## config.mk

```make
export PLATFORM = sky130hd
export DESIGN_NAME = wptr_ctrl
export DESIGN_NICKNAME = d
export VERILOG_FILES = /design/src/rtl/wptr_pkg.sv /design/src/rtl/wptr_target.sv /design/src/rtl/wptr_trapseq.sv /design/src/rtl/wptr_ctrl.sv
export SDC_FILE = /design/constraint.sdc
export NUM_CORES = 1
export LEC_CHECK = 0
export BUFFER_PORTS_ARGS = -buffer_cell sky130_fd_sc_hd__buf_2
export CAP_MARGIN = 25
export CELL_PAD_IN_SITES_DETAIL_PLACEMENT = 1
export CELL_PAD_IN_SITES_GLOBAL_PLACEMENT = 2
export CORE_MARGIN = 5
export CORE_UTILIZATION = 28
export DETAILED_ROUTE_END_ITERATION = 7
export GPL_TIMING_DRIVEN = 0
export PLACE_DENSITY = 0.95
export SKIP_LAST_GASP = 1
export SLEW_MARGIN = 10
export SYNTH_ARGS = -nofsm -noshare
export SYNTH_HDL_FRONTEND = slang
export SYNTH_HIERARCHICAL = 1
export SYNTH_SLANG_ARGS = --single-unit
```

## constraint.sdc

```tcl
create_clock -name clk -period 6 [get_ports clk]
set_input_delay 0.6 -clock clk [delete_from_list [all_inputs] [get_ports clk]]
set_output_delay 0.6 -clock clk [all_outputs]
set_load 0.02 [all_outputs]
```

## src/rtl/wptr_pkg.sv

```systemverilog
package wptr_pkg;
  typedef enum logic [2:0] {
    OP_NOP     = 3'd0,
    OP_SAVE    = 3'd1,
    OP_RESTORE = 3'd2,
    OP_RETT    = 3'd3,
    OP_TRAP    = 3'd4,
    OP_WPTR    = 3'd5,
    OP_WMASK   = 3'd6
  } wop_e;

  function automatic int unsigned wrap_dec(int unsigned p, int unsigned n);
    return (p == 0) ? n - 1 : p - 1;
  endfunction

  function automatic int unsigned wrap_inc(int unsigned p, int unsigned n);
    return (p == n - 1) ? 0 : p + 1;
  endfunction
endpackage

```

## src/rtl/wptr_target.sv

```systemverilog
module wptr_target
  import wptr_pkg::*;
#(
  parameter int NWIN  = 8,
  parameter int PTR_W = $clog2(NWIN)
) (
  input  logic [PTR_W-1:0] cur_i,
  input  logic [NWIN-1:0]  mask_i,
  input  wop_e             op_i,
  output logic [PTR_W-1:0] tgt_o,
  output logic             marked_o
);
  localparam logic [PTR_W-1:0] TOP = PTR_W'(NWIN - 1);

  logic [PTR_W-1:0] up_w, down_w;

  always_comb begin
    up_w   = (cur_i == TOP) ? '0 : PTR_W'(cur_i + 1'b1);
    down_w = (cur_i == '0) ? TOP : PTR_W'(cur_i - 1'b1);
    tgt_o  = (op_i == OP_SAVE || op_i == OP_TRAP) ? down_w : up_w;
    marked_o = mask_i[tgt_o];
  end
endmodule

```

## src/rtl/wptr_trapseq.sv

```systemverilog
module wptr_trapseq #(
  parameter int PTR_W  = 3,
  parameter int DATA_W = 32,
  parameter int IDX_W  = 5,
  parameter int LOC_PC  = 17,
  parameter int LOC_NPC = 18
) (
  input  logic              clk,
  input  logic              rst,
  input  logic              start_i,
  input  logic [PTR_W-1:0]  win_i,
  input  logic [DATA_W-1:0] pc_i,
  input  logic [DATA_W-1:0] npc_i,
  output logic              we_o,
  output logic [PTR_W-1:0]  win_o,
  output logic [IDX_W-1:0]  idx_o,
  output logic [DATA_W-1:0] data_o,
  output logic              busy_o
);
  typedef enum logic [1:0] {PH_IDLE, PH_PC, PH_NPC} phase_e;
  localparam logic [IDX_W-1:0] IDX_PC  = IDX_W'(LOC_PC);
  localparam logic [IDX_W-1:0] IDX_NPC = IDX_W'(LOC_NPC);

  phase_e            phase_q;
  logic [DATA_W-1:0] npc_q;

  always_ff @(posedge clk) begin
    if (rst) begin
      phase_q <= PH_IDLE;
      we_o    <= 1'b0;
      win_o   <= '0;
      idx_o   <= '0;
      data_o  <= '0;
      npc_q   <= '0;
    end else begin
      case (phase_q)
        PH_IDLE: if (start_i) begin
          phase_q <= PH_PC;
          we_o    <= 1'b1;
          win_o   <= win_i;
          idx_o   <= IDX_PC;
          data_o  <= pc_i;
          npc_q   <= npc_i;
        end
        PH_PC: begin
          phase_q <= PH_NPC;
          idx_o   <= IDX_NPC;
          data_o  <= npc_q;
        end
        default: begin
          phase_q <= PH_IDLE;
          we_o    <= 1'b0;
        end
      endcase
    end
  end

  assign busy_o = (phase_q != PH_IDLE);

  // the second save write follows the first into the same window
  assert_npc_follows_R7: assert property (@(posedge clk) disable iff (rst)
    (we_o && idx_o == IDX_NPC) |-> ($past(we_o) && $past(idx_o) == IDX_PC && $stable(win_o)));
  // the enable never lasts beyond two cycles
  assert_two_writes_R7: assert property (@(posedge clk) disable iff (rst)
    ($past(we_o) && $past(idx_o) == IDX_NPC) |-> !we_o);
endmodule

```

## src/rtl/wptr_ctrl.sv

```systemverilog
module wptr_ctrl
  import wptr_pkg::*;
#(
  parameter int NWIN   = 8,
  parameter int DATA_W = 32,
  parameter int IDX_W  = 5
) (
  input  logic                     clk,
  input  logic                     rst,
  input  logic [2:0]               op_i,
  input  logic [DATA_W-1:0]        wr_data_i,
  input  logic [DATA_W-1:0]        trap_pc_i,
  input  logic [DATA_W-1:0]        trap_npc_i,
  output logic [$clog2(NWIN)-1:0]  cur_ptr_o,
  output logic [NWIN-1:0]          mask_o,
  output logic                     ovf_o,
  output logic                     unf_o,
  output logic                     add_vld_o,
  output logic [$clog2(NWIN)-1:0]  add_src_o,
  output logic [$clog2(NWIN)-1:0]  add_dst_o,
  output logic                     rf_we_o,
  output logic [$clog2(NWIN)-1:0]  rf_win_o,
  output logic [IDX_W-1:0]         rf_idx_o,
  output logic [DATA_W-1:0]        rf_data_o,
  output logic                     busy_o
);
  localparam int PTR_W = $clog2(NWIN);

  wop_e             op_w;
  logic [PTR_W-1:0] ptr_q, tgt_w;
  logic [NWIN-1:0]  mask_q;
  logic             marked_w, accept_w, busy_w;
  logic             ovf_q, unf_q, add_vld_q;
  logic [PTR_W-1:0] add_src_q, add_dst_q;

  assign op_w     = wop_e'(op_i);
  assign accept_w = !busy_w;

  wptr_target #(.NWIN(NWIN), .PTR_W(PTR_W)) u_target (
    .cur_i(ptr_q), .mask_i(mask_q), .op_i(op_w),
    .tgt_o(tgt_w), .marked_o(marked_w)
  );

  wptr_trapseq #(.PTR_W(PTR_W), .DATA_W(DATA_W), .IDX_W(IDX_W)) u_seq (
    .clk(clk), .rst(rst),
    .start_i(accept_w && op_w == OP_TRAP),
    .win_i(tgt_w), .pc_i(trap_pc_i), .npc_i(trap_npc_i),
    .we_o(rf_we_o), .win_o(rf_win_o), .idx_o(rf_idx_o),
    .data_o(rf_data_o), .busy_o(busy_w)
  );

  always_ff @(posedge clk) begin
    if (rst) begin
      ptr_q     <= '0;
      mask_q    <= '0;
      ovf_q     <= 1'b0;
      unf_q     <= 1'b0;
      add_vld_q <= 1'b0;
      add_src_q <= '0;
      add_dst_q <= '0;
    end else begin
      ovf_q     <= 1'b0;
      unf_q     <= 1'b0;
      add_vld_q <= 1'b0;
      if (accept_w) begin
        case (op_w)
          OP_SAVE, OP_RESTORE: begin
            if (marked_w) begin
              ovf_q <= (op_w == OP_SAVE);
              unf_q <= (op_w == OP_RESTORE);
            end else begin
              ptr_q     <= tgt_w;
              add_vld_q <= 1'b1;
              add_src_q <= ptr_q;
              add_dst_q <= tgt_w;
            end
          end
          OP_RETT: begin
            if (marked_w) unf_q <= 1'b1;
            else          ptr_q <= tgt_w;
          end
          OP_TRAP:  ptr_q  <= tgt_w;
          OP_WPTR:  ptr_q  <= wr_data_i[PTR_W-1:0];
          OP_WMASK: mask_q <= wr_data_i[NWIN-1:0];
          default: ;
        endcase
      end
    end
  end

  assign cur_ptr_o = ptr_q;
  assign mask_o    = mask_q;
  assign ovf_o     = ovf_q;
  assign unf_o     = unf_q;
  assign add_vld_o = add_vld_q;
  assign add_src_o = add_src_q;
  assign add_dst_o = add_dst_q;
  assign busy_o    = busy_w;

  // an accepted save without overflow lands one window down
  assert_save_step_R2: assert property (@(posedge clk) disable iff (rst)
    (!$past(rst) && !$past(busy_w) && $past(op_i) == 3'(OP_SAVE) && !ovf_q)
      |-> (int'(ptr_q) == wrap_dec(int'($past(ptr_q)), NWIN)));
  // a window trap leaves pointer and mask untouched
  assert_trap_hold_R3: assert property (@(posedge clk) disable iff (rst)
    (!$past(rst) && (ovf_q || unf_q)) |-> ($stable(ptr_q) && $stable(mask_q) && !add_vld_q));
  // overflow and underflow never coincide
  assert_one_trap_R4: assert property (@(posedge clk) disable iff (rst)
    $onehot0({ovf_q, unf_q}));
  // trap entry ignores the mask
  assert_trap_entry_R6: assert property (@(posedge clk) disable iff (rst)
    (!$past(rst) && !$past(busy_w) && $past(op_i) == 3'(OP_TRAP))
      |-> (!ovf_q && int'(ptr_q) == wrap_dec(int'($past(ptr_q)), NWIN)));
  // nothing moves while the save sequence runs
  assert_busy_freeze_R8: assert property (@(posedge clk) disable iff (rst)
    (!$past(rst) && $past(busy_w)) |-> ($stable(ptr_q) && $stable(mask_q)));
  // the add report names adjacent windows
  assert_add_adjacent_R10: assert property (@(posedge clk) disable iff (rst)
    add_vld_q |-> (int'(add_dst_q) == wrap_dec(int'(add_src_q), NWIN) ||
                   int'(add_dst_q) == wrap_inc(int'(add_src_q), NWIN)));
endmodule

```

; ---- Word-level counts from Yosys, hierarchy flattened
; Index checks and enable logic that the tools add are counted.
[classes]
add_sub_neg = 2
n_lt_le_gt_ge = 1
eq_ne = 10
n_mux = 19
bitwise = 4
n_reduce_logical = 19
[op_table]
columns = cell, count
row1 = one-hot mux 32 bit (2 select lines), 1
row2 = 2-to-1 mux 32 bit, 1
row3 = "equality test 3 bit, second input constant", 4
row4 = 2-to-1 mux 3 bit, 4
row5 = one-hot mux 5 bit (2 select lines), 1
row6 = one-hot mux 3 bit (3 select lines), 1
row7 = AND reduction 2 bit, 4
row8 = "equality test 3 x 2 -> 1 bit, second input constant", 2
row9 = AND reduction 3 bit, 2
row10 = OR reduction 3 bit, 2
row11 = 2-to-1 mux 1 bit, 5
row12 = 2-to-1 mux 5 bit, 1
row13 = "< comparator 3 x 4 -> 1 bit, second input constant", 1
row14 = inverter 1 bit, 4
row15 = one-hot mux 1 bit (2 select lines), 2
row16 = one-hot mux 2 bit (2 select lines), 1
row17 = nonzero test 2 bit, 2
row18 = OR reduction 2 bit, 2
row19 = OR reduction 4 bit, 1
row20 = "adder 3 x 1 -> 3 bit, second input constant", 1
row21 = binary-select mux 1 bit (select 3 bit), 1
row22 = "equality test 3 x 1 -> 1 bit, second input constant", 1
row23 = logical NOT 3 bit, 1
row24 = nonzero test 3 bit, 1
row25 = other kinds (9), 9
[totals]
reg_bits = 95
in_bits = 101
word_cells = 68

; ---- Logic depth before layout (Yosys ltp)
; Gate-level depths: netlist (run 1).
[logic_depth]
depth_word = 7
depth_mapped = 11

; ---- By module
; The synthesis (run 1) kept the hierarchy.
[modules_own_cells]
columns = mod, instances, cells_each, area_per_inst_um2, seq_area_each_um2
row1 = wptr_trapseq, 1, 353, 2718.9, 1461.4
row2 = wptr_ctrl, 1, 86, 845.8, 400.4
row3 = wptr_target, 1, 37, 301.5, 0.0

; ---- Worst setup path before layout (run 1)
; No wires, ideal clock.
[synth_path]
path_type = register to register
startpoint = register ptr_q[0], in the netlist cur_ptr_o[0]
endpoint = register add_src_q[0], in the netlist add_src_o[0]
setup_ns = 0.132
t_arrival_ns = 2.527
path_slack_ns = 3.341
path_stages_with_launch = 10
n_path_buf = 1
period_less_slack_ns = 2.659
cell_sequence = dfxtp_1 ha_1 ha_1 mux4_1 a2bb2oi_1 o32ai_1 or3_1 clkbuf_1 o21ai_0 a21oi_1
[synth_via]
elab_chain_cells = 7
elab_cells_between_ends = 11
classes_between = 2 x add/sub / 1 x eq/ne / 5 x mux / 1 x bitwise / 2 x reduce/logical
[synth_rtl]
columns = item, line_no
row1 = from (decl), wptr_ctrl.sv:30  ; logic [PTR_W-1:0] ptr_q, tgt_w;
row2 = from (signal assigned), wptr_ctrl.sv:72  ; ptr_q <= tgt_w;
row3 = from (signal assigned), wptr_ctrl.sv:80  ; else ptr_q <= tgt_w;
row4 = from (signal assigned), wptr_ctrl.sv:82  ; OP_TRAP: ptr_q <= tgt_w;
row5 = "adder 3 x 1 -> 3 bit, or another cell as far along", wptr_target.sv:18  ; up_w = (cur_i == TOP) ? '0 : PTR_W'(cur_i + 1'b1);
row6 = 2-to-1 mux 3 bit (on tied branches), "wptr_target.sv:18, wptr_target.sv:19"
row7 = 2-to-1 mux 3 bit *, wptr_target.sv:20  ; tgt_o = (op_i == OP_SAVE || op_i == OP_TRAP) ? down_w : up_w;
row8 = binary-select mux 1 bit (select 3 bit) *, wptr_target.sv:21  ; marked_o = mask_i[tgt_o];
row9 = 2-to-1 mux 1 bit (not written as such) *, wptr_target.sv:21
row10 = net marked_w, wptr_ctrl.sv:32  ; logic marked_w, accept_w, busy_w;
row11 = inverter 1 bit (no line) *, -
row12 = AND reduction 3 bit (no line) *, -
row13 = to (signal assigned), wptr_ctrl.sv:74  ; add_src_q <= ptr_q;
row14 = to (decl), wptr_ctrl.sv:34  ; logic [PTR_W-1:0] add_src_q, add_dst_q;
; Mark *: on every way through the listed nets, which the timed path passes. The rest lies on a longest branch. The select of a mux whose other input is x is not followed.
; A chain may end at the register's enable or synchronous reset.

; ---- Worst setup path in the final report (run 1)
; Same ends and word-level chain as after synthesis.

==> reports/results.ini, run 1 <==
[run_status]
status=completed

[yosys]
synthSimpleGateAreaFrac_pct=28.3
synth_top_family_by_area=simple AND/OR/NAND/NOR gates
synthArstFlopShare_pct=0
yosysSeqAreaShare_pct=48.2
synth_area_um2=3870
synthFlopType=dfxtp_1
synthCells=476
synth_xor_area_share_pct=0.906
ys_warn_count=6
syn_area_per_cell_um2=8.12
ys_ff_latch=93
muxShareOfSynthArea_pct=5.08
synth.distinct_cells=47
synthAdderAreaFrac_pct=1.29
synth_edf_count=0
synth_compound_area_share_pct=10.3

[floorplan]
initial_core_util_pct=28.2
ios=163
die_area_um2=16300
die-width_um=128
coreArea_um2=13700
num_rows=43
die_h_um=128

[worst_hold_path]
min_to=u_seq/npc_q[31]
hp-start=u_seq/npc_q[31]
hp-class=reg2reg
holdPathStages=2

[worst_setup_path]
critPathSlowestCell=mux4_1
cp_max_fo=11
cp_common_cell=ha_1
end_kind=flip-flop
cp.arrival_ns=3.25
crit_type=reg2reg
crit_chain=ha_1 -> ha_1 -> mux4_1 -> a2bb2oi_1 -> o32ai_1 -> or3_1 -> clkbuf_1 -> o21ai_0 -> a21oi_1
r2r-start=cur_ptr_o[0]
slowest_delay_ns=0.60
rrSetupSlack_ns=2.95
required_ns=6.21
path_buf_inv=1
timing.rr.end=add_src_o[0]
r2r.worst_path.cells=9
cp_top_family=adder cells
critPathLaunchType=flip-flop

[power_and_ir_drop]
peakVddDrop_mv=0.101
pwr_density_cell_nw_per_um2=299
power.leakage_nw=2.30

[clocking]
ctsLongestPathBuffers=2
cts.clk_slew.worst_paths_ns=0.07
cts_tree=done
clock_latency_ns=0.34
cts.sinks=93
h-tree-depth=3
cts-root-buf=clkbuf_16
postCtsSetupBuffers=0
cts-buffers-inserted=9
ctsHoldBuffers=0
ctsResizeCount=0

[grt]
grt_antenna_before_repair=2
grt_max_degree=17
grt_overflow=0
grt_pass1_wl_um=20500
grt_pass1_vias=4153
grt_usage_pct=15.7

[finish]
synthToLayoutAreaGrowth_pct=30.8
fin_cells=809
fin_nets=728
drive_gt1_share_pct=29.3
n_fill_cell=1715

[placed_design]
gp_congestion=0.817
portBuffers=135
pre_cts_ws_ns=3.02
dp_hpwl_um=10000
dp_cells=792

[job]
cap_viol_max_count=0

[sta]
hold_viol_final=0
min_period_ns=3.05
finalSetupViolCount=0
final_max_slew_viol_count=0
period_share_pct=50.8
fmax_mhz=328
finalClockSkew_ns=0.0101
fin_setup_tns_ns=0
tightest_slew_ns=0.917
slew_headroom_pct=38.0
whs_ns=0.460
fin_ws_ns=2.95
rsz0062_at_grt=false

[route]
drc_errors=0
route.antenna.remaining_nets=0
wire_per_inst_um=16.0
via_per_inst=4.70
drt_iter0_markers=110
num_vias=3806
routed_wl_um=12900
drt_pass1_iterations=4

## tightest hold or removal path, cell delays in order (launching register included)
cell and delay (ns):
dfxtp_1 0.31, nand2_1 0.05, a21oi_1 0.05
## registers in the layout, indices dropped and copies added, names as in the netlist, 2 cells and up
register,flops
mask_o,8
add_src_o,3
u_seq/npc_q,32
u_seq/data_o,32
cur_ptr_o,3
u_seq/phase_q,2
u_seq/idx_o,3
add_dst_o,3
u_seq/win_o,3
## cells by family (layout without fill, tap and decap cells)
group | Yosys count | in the layout
fa+ha+maj | 4 | 4
simple gates | 246 | 246
xor+xnor | 4 | 4
flops | 93 | 93
mux | 17 | 17
other cells | 1 | 3
buf+inv | 42 | 193
compound gates | 69 | 69
## report_power, final
group / internal [W] / total, W / leakage (nW) / switching (W)
Sequential: 0.000654 / 0.000682 / 0.758 / 0.0000287
Combinational: 0.000111 / 0.000286 / 1.40 / 0.000175
Clock: 0.000297 / 0.000545 / 0.141 / 0.000248
Total: 0.00106 / 0.00151 / 2.30 / 0.000451
## layout by cell type, fill, tap and decap left out, drive strengths merged
master | Yosys | final
a2111oi | 1 | 1
a211oi | 4 | 4
a21oi | 45 | 45
a22oi | 1 | 1
a2bb2oi | 1 | 1
a311oi | 3 | 3
and2b | 1 | 1
and3 | 2 | 2
and4bb | 1 | 1
buf | 23 | 158
clkbuf | 12 | 23
clkinv | 0 | 2
conb | 1 | 2
dfxtp | 93 | 93
diode | 0 | 1
ha | 4 | 4
inv | 7 | 10
mux2 | 5 | 5
mux2i | 11 | 11
mux4 | 1 | 1
nand2 | 75 | 75
nand2b | 3 | 3
nand3 | 7 | 7
nand3b | 2 | 2
nor2 | 112 | 112
nor2b | 1 | 1
nor3 | 3 | 3
nor3b | 3 | 3
nor4 | 32 | 32
nor4b | 1 | 1
o21ai | 9 | 9
o21ba | 2 | 2
o22ai | 1 | 1
o31ai | 1 | 1
o32ai | 1 | 1
or2 | 1 | 1
or3 | 1 | 1
or3b | 1 | 1
xnor2 | 2 | 2
xor2 | 2 | 2
## synth_stat cells, types with 5 or more instances
cell type | count | area share (%)
dfxtp_1 | 93 | 48
clkbuf_1 | 12 | 1.2
nor2_1 | 111 | 11
inv_1 | 7 | 0.68
mux2i_1 | 11 | 2.8
nand3_1 | 7 | 0.91
a21oi_1 | 45 | 5.8
nor4_1 | 32 | 5.2
nand2_1 | 75 | 7.3
buf_6 | 5 | 1.5
o21ai_0 | 8 | 1.0
buf_2 | 15 | 1.9
## area by class of cell
cell class	instances	area (um2)	share of cell area (%)
flip-flops and latches	93	1860	36.8
multi-input cells	342	1780	35.3
repair buffers	135	676	13.4
clock buffers	11	243	4.80
well taps	180	225	4.45
plain buffers	35	199	3.93
clock inverters	5	40.0	0.792
inverters	7	26.3	0.520
diodes	1	2.50	0.0495
## worst max-delay path by stage
stage	startpoint	end	slack [ns]	cells after the start
floorplan	cur_ptr_o[0]	add_src_o[0]	3.34	9
global placement	cur_ptr_o[0]	cur_ptr_o[2]	3.14	10
detailed placement	cur_ptr_o[0]	cur_ptr_o[0]	3.02	10
CTS	cur_ptr_o[0]	add_src_o[0]	2.97	9
global route	cur_ptr_o[0]	add_dst_o[2]	2.68	10
finish	cur_ptr_o[0]	add_src_o[0]	2.95	9
## stage by stage
stage	utilization [%]	instance area, um2	total power (W)
2_1_floorplan	-	3870	0.000872
3_3_place_gp	34.8	4770	0.000969
3_5_place_dp	34.8	4770	0.000981
4_1_cts	36.8	5050	0.00153
5_1_grt	36.9	5060	0.00158
6_report	36.9	5060	0.00151
## layer usage
metal / GRT usage (%) / vias up / part of all wire (%)
li1: - / 1891 / -
met1: 17.8 / 1808 / 41
met2: 29.1 / 86 / 52
met3: 2.80 / 19 / 4.7
met4: 6.25 / 2 / 1.9
met5: 0 / - / 0.10
Note: power is estimated with default switching activity, not from simulation.
==> run 2, diff against run 1 <==
- CORE_UTILIZATION: 28 -> 26
- PLACE_DENSITY: 0.95 -> 0.89
- clock period: 6 -> 3 ns (I/O delays scaled with it)
==> run 2 against run 1 <==
Against the previous run: sequential share of layout area down 0.20 points; first-iteration DRC count increased by 46%; cell count is 0.37% higher; maximum frequency rose by 4.9%; critical path depth is the same; critical endpoint is now add_src_o[1]; largest cell class unchanged; largest power group unchanged.
==> reports/results.ini, run 2 (synthesis gave the netlist of run 1 again) <==
[run_status]
status=completed  ; unchanged

[power_and_ir_drop]
combinationalPowerShare_pct=19.0  ; was 18.9%
peakVddDrop_mv=0.251  ; was 0.101 mV
seqPwrFrac_pct=44.5  ; was 45.1%
p_clk_share_pct=36.5  ; was 36.0%
internal-power_w=0.00218  ; was 0.00106 W
power_switching_w=0.000892  ; was 0.000451 W
switching_share_pct=29.0  ; was 29.8%
power.leakage_nw=2.31  ; was 2.30 nW
pwr_density_cell_nw_per_um2=604  ; was 299 nW/um2

[route]
drt_pass1_iterations=4  ; unchanged
drc_errors=0  ; unchanged
wire_per_inst_um=16.2  ; was 16.0 um
num_vias=3803  ; was 3806
via_per_inst=4.68  ; was 4.70
routed_wl_um=13100  ; was 12900 um
drt_iter0_markers=161  ; was 110
route.antenna.remaining_nets=0  ; unchanged

[sta]
rsz0062_at_grt=true  ; was false
fmax_mhz=344  ; was 328 MHz
period_share_pct=96.8  ; was 50.8%
whs_ns=0.192  ; was 0.460 ns
finalSetupViolCount=0  ; unchanged
hold_viol_final=0  ; unchanged
final_max_slew_viol_count=0  ; unchanged
fin_setup_tns_ns=0  ; unchanged
slew_headroom_pct=41.7  ; was 38.0%
min_period_ns=2.90  ; was 3.05 ns
tightest_slew_ns=0.863  ; was 0.917 ns
fin_ws_ns=0.0971  ; was 2.95 ns
finalClockSkew_ns=0.00756  ; was 0.0101 ns

[floorplan]
die_area_um2=17400  ; was 16300 um2
ios=163  ; unchanged
coreArea_um2=14500  ; was 13700 um2
initial_core_util_pct=26.6  ; was 28.2%
die_h_um=132  ; was 128 um
die-width_um=132  ; was 128 um
num_rows=44  ; was 43

[worst_hold_path]
hp-start=trap_npc_i[7]  ; was u_seq/npc_q[31]
hp-class=in2reg  ; was reg2reg

[clocking]
ctsLongestPathBuffers=2  ; unchanged
h-tree-depth=3  ; unchanged
cts-buffers-inserted=9  ; unchanged
cts_tree=done  ; unchanged
ctsHoldBuffers=0  ; unchanged
cts.clk_slew.worst_paths_ns=0.07  ; about the same
clock_latency_ns=0.34  ; about the same
cts-root-buf=clkbuf_16  ; unchanged
cts.sinks=93  ; unchanged
postCtsSetupBuffers=0  ; unchanged

[placed_design]
pre_cts_ws_ns=-0.0606  ; was 3.02 ns
dp_hpwl_um=10200  ; was 10000 um
gp_congestion=0.820  ; was 0.817
portBuffers=135  ; unchanged

[finish]
final_common_cell=buf_2  ; unchanged
antenna_cells=0  ; was 1
fin_nets=728  ; unchanged
layout_common_cells=150 x buf_2, 111 x nor2_1, 92 x dfxtp_1  ; was 150 x buf_2, 111 x nor2_1, 93 x dfxtp_1
drive_gt1_share_pct=29.6  ; was 29.3%
synthToLayoutAreaGrowth_pct=31.6  ; was 30.8%

[worst_setup_path]
critPathSlowestCell=mux4_1  ; unchanged
r2r-start=cur_ptr_o[0]  ; unchanged
path_buf_inv=1  ; unchanged
crit_chain=ha_1 -> ha_1 -> mux4_1 -> a2bb2oi_1 -> o32ai_2 -> or3_1 -> clkbuf_1 -> o21ai_0 -> a21oi_1  ; was ha_1 -> ha_1 -> mux4_1 -> a2bb2oi_1 -> o32ai_1 -> or3_1 -> clkbuf_1 -> o21ai_0 -> a21oi_1
required_ns=3.22  ; was 6.21 ns
cp.arrival_ns=3.12  ; was 3.25 ns
cp_top_family=compound AO/OA/AOI/OAI gates  ; was adder cells
cp_common_cell=ha_1  ; unchanged
end_kind=flip-flop  ; unchanged
cp_max_fo=11  ; unchanged
critPathLaunchType=flip-flop  ; unchanged
critPathLaunch=cur_ptr_o[0]  ; unchanged
slowest_delay_ns=0.56  ; was 0.60 ns
crit_type=reg2reg  ; unchanged

[grt]
grt_pass1_wl_um=21300  ; was 20500 um
grt_pass1_vias=4105  ; was 4153
grt_antenna_before_repair=1  ; was 2
grt_overflow=0  ; unchanged
grt_max_degree=15  ; was 17
grt_usage_pct=15.1  ; was 15.7%

[job]
cap_viol_max_count=0  ; unchanged

run 2: repair_timing:
item                                    in CTS  in global routing
endpoints found under the setup margin       7                 14
gates resized for setup                      2                  4
endpoints found under the hold margin        0                  0
run 2: worst paths after layout:
| kind | end | slack [ns] | depth (start not counted) |
|---|---|---|---|
| min | u_seq/npc_q[7] | 0.19 | 3 |
| max | add_src_o[1] | 0.1 | 9 |
| min reg2reg | u_seq/npc_q[23] | 0.46 | 2 |
| max reg2reg | add_src_o[1] | 0.1 | 9 |
run 2: worst reg2reg max path, stage by stage, from the launching register on:
cell       delay [ns]
dfxtp_2          0.40
ha_1             0.23
ha_1             0.35
mux4_1           0.56
a2bb2oi_1        0.20
o32ai_2          0.17
or3_1            0.39
clkbuf_1         0.17
o21ai_0          0.22
a21oi_1          0.10
run 2: power groups by stage:
stage	logic (W)	clock network [W]	registers, W
floorplan	0.000296	0	0.00145
global placement	0.000553	0	0.00139
detailed placement	0.000574	0	0.00139
CTS	0.000579	0.00116	0.00137
global route	0.000641	0.00122	0.00138
finish	0.000582	0.00112	0.00137
run 2: cell type report:
type | instances | area (um2)
Fill cell | 1826 | 9450
Sequential cell | 93 | 1860
Multi-Input combinational cell | 342 | 1810
Timing Repair Buffer | 135 | 676
Clock buffer | 12 | 236
Tap cell | 184 | 230
Buffer | 35 | 199
Clock inverter | 4 | 48.8
Inverter | 7 | 26.3
run 2: layer usage:
| layer | global-route usage [%] | vias to the layer above | share of wire, % | routed length, um |
|---|---|---|---|---|
| met5 | 0 | - | 0.084 | 11 |
| met4 | 6.97 | 2 | 2.5 | 332 |
| met3 | 4.12 | 20 | 6.0 | 782 |
| met2 | 25.5 | 89 | 50 | 6530 |
| met1 | 17.8 | 1800 | 42 | 5480 |
| li1 | - | 1892 | - | - |
run 2: through the flow:
step | utilization (%) | total power (W) | instances | instance area [um2]
CTS | 34.9 | 0.00311 | 812 | 5070
detailed placement | 32.9 | 0.00197 | 796 | 4780
global route | 35.0 | 0.00323 | 812 | 5090
finish | 35.0 | 0.00307 | 812 | 5090
floorplan | - | 0.00174 | 477 | 3870
global placement | 32.9 | 0.00194 | 796 | 4780
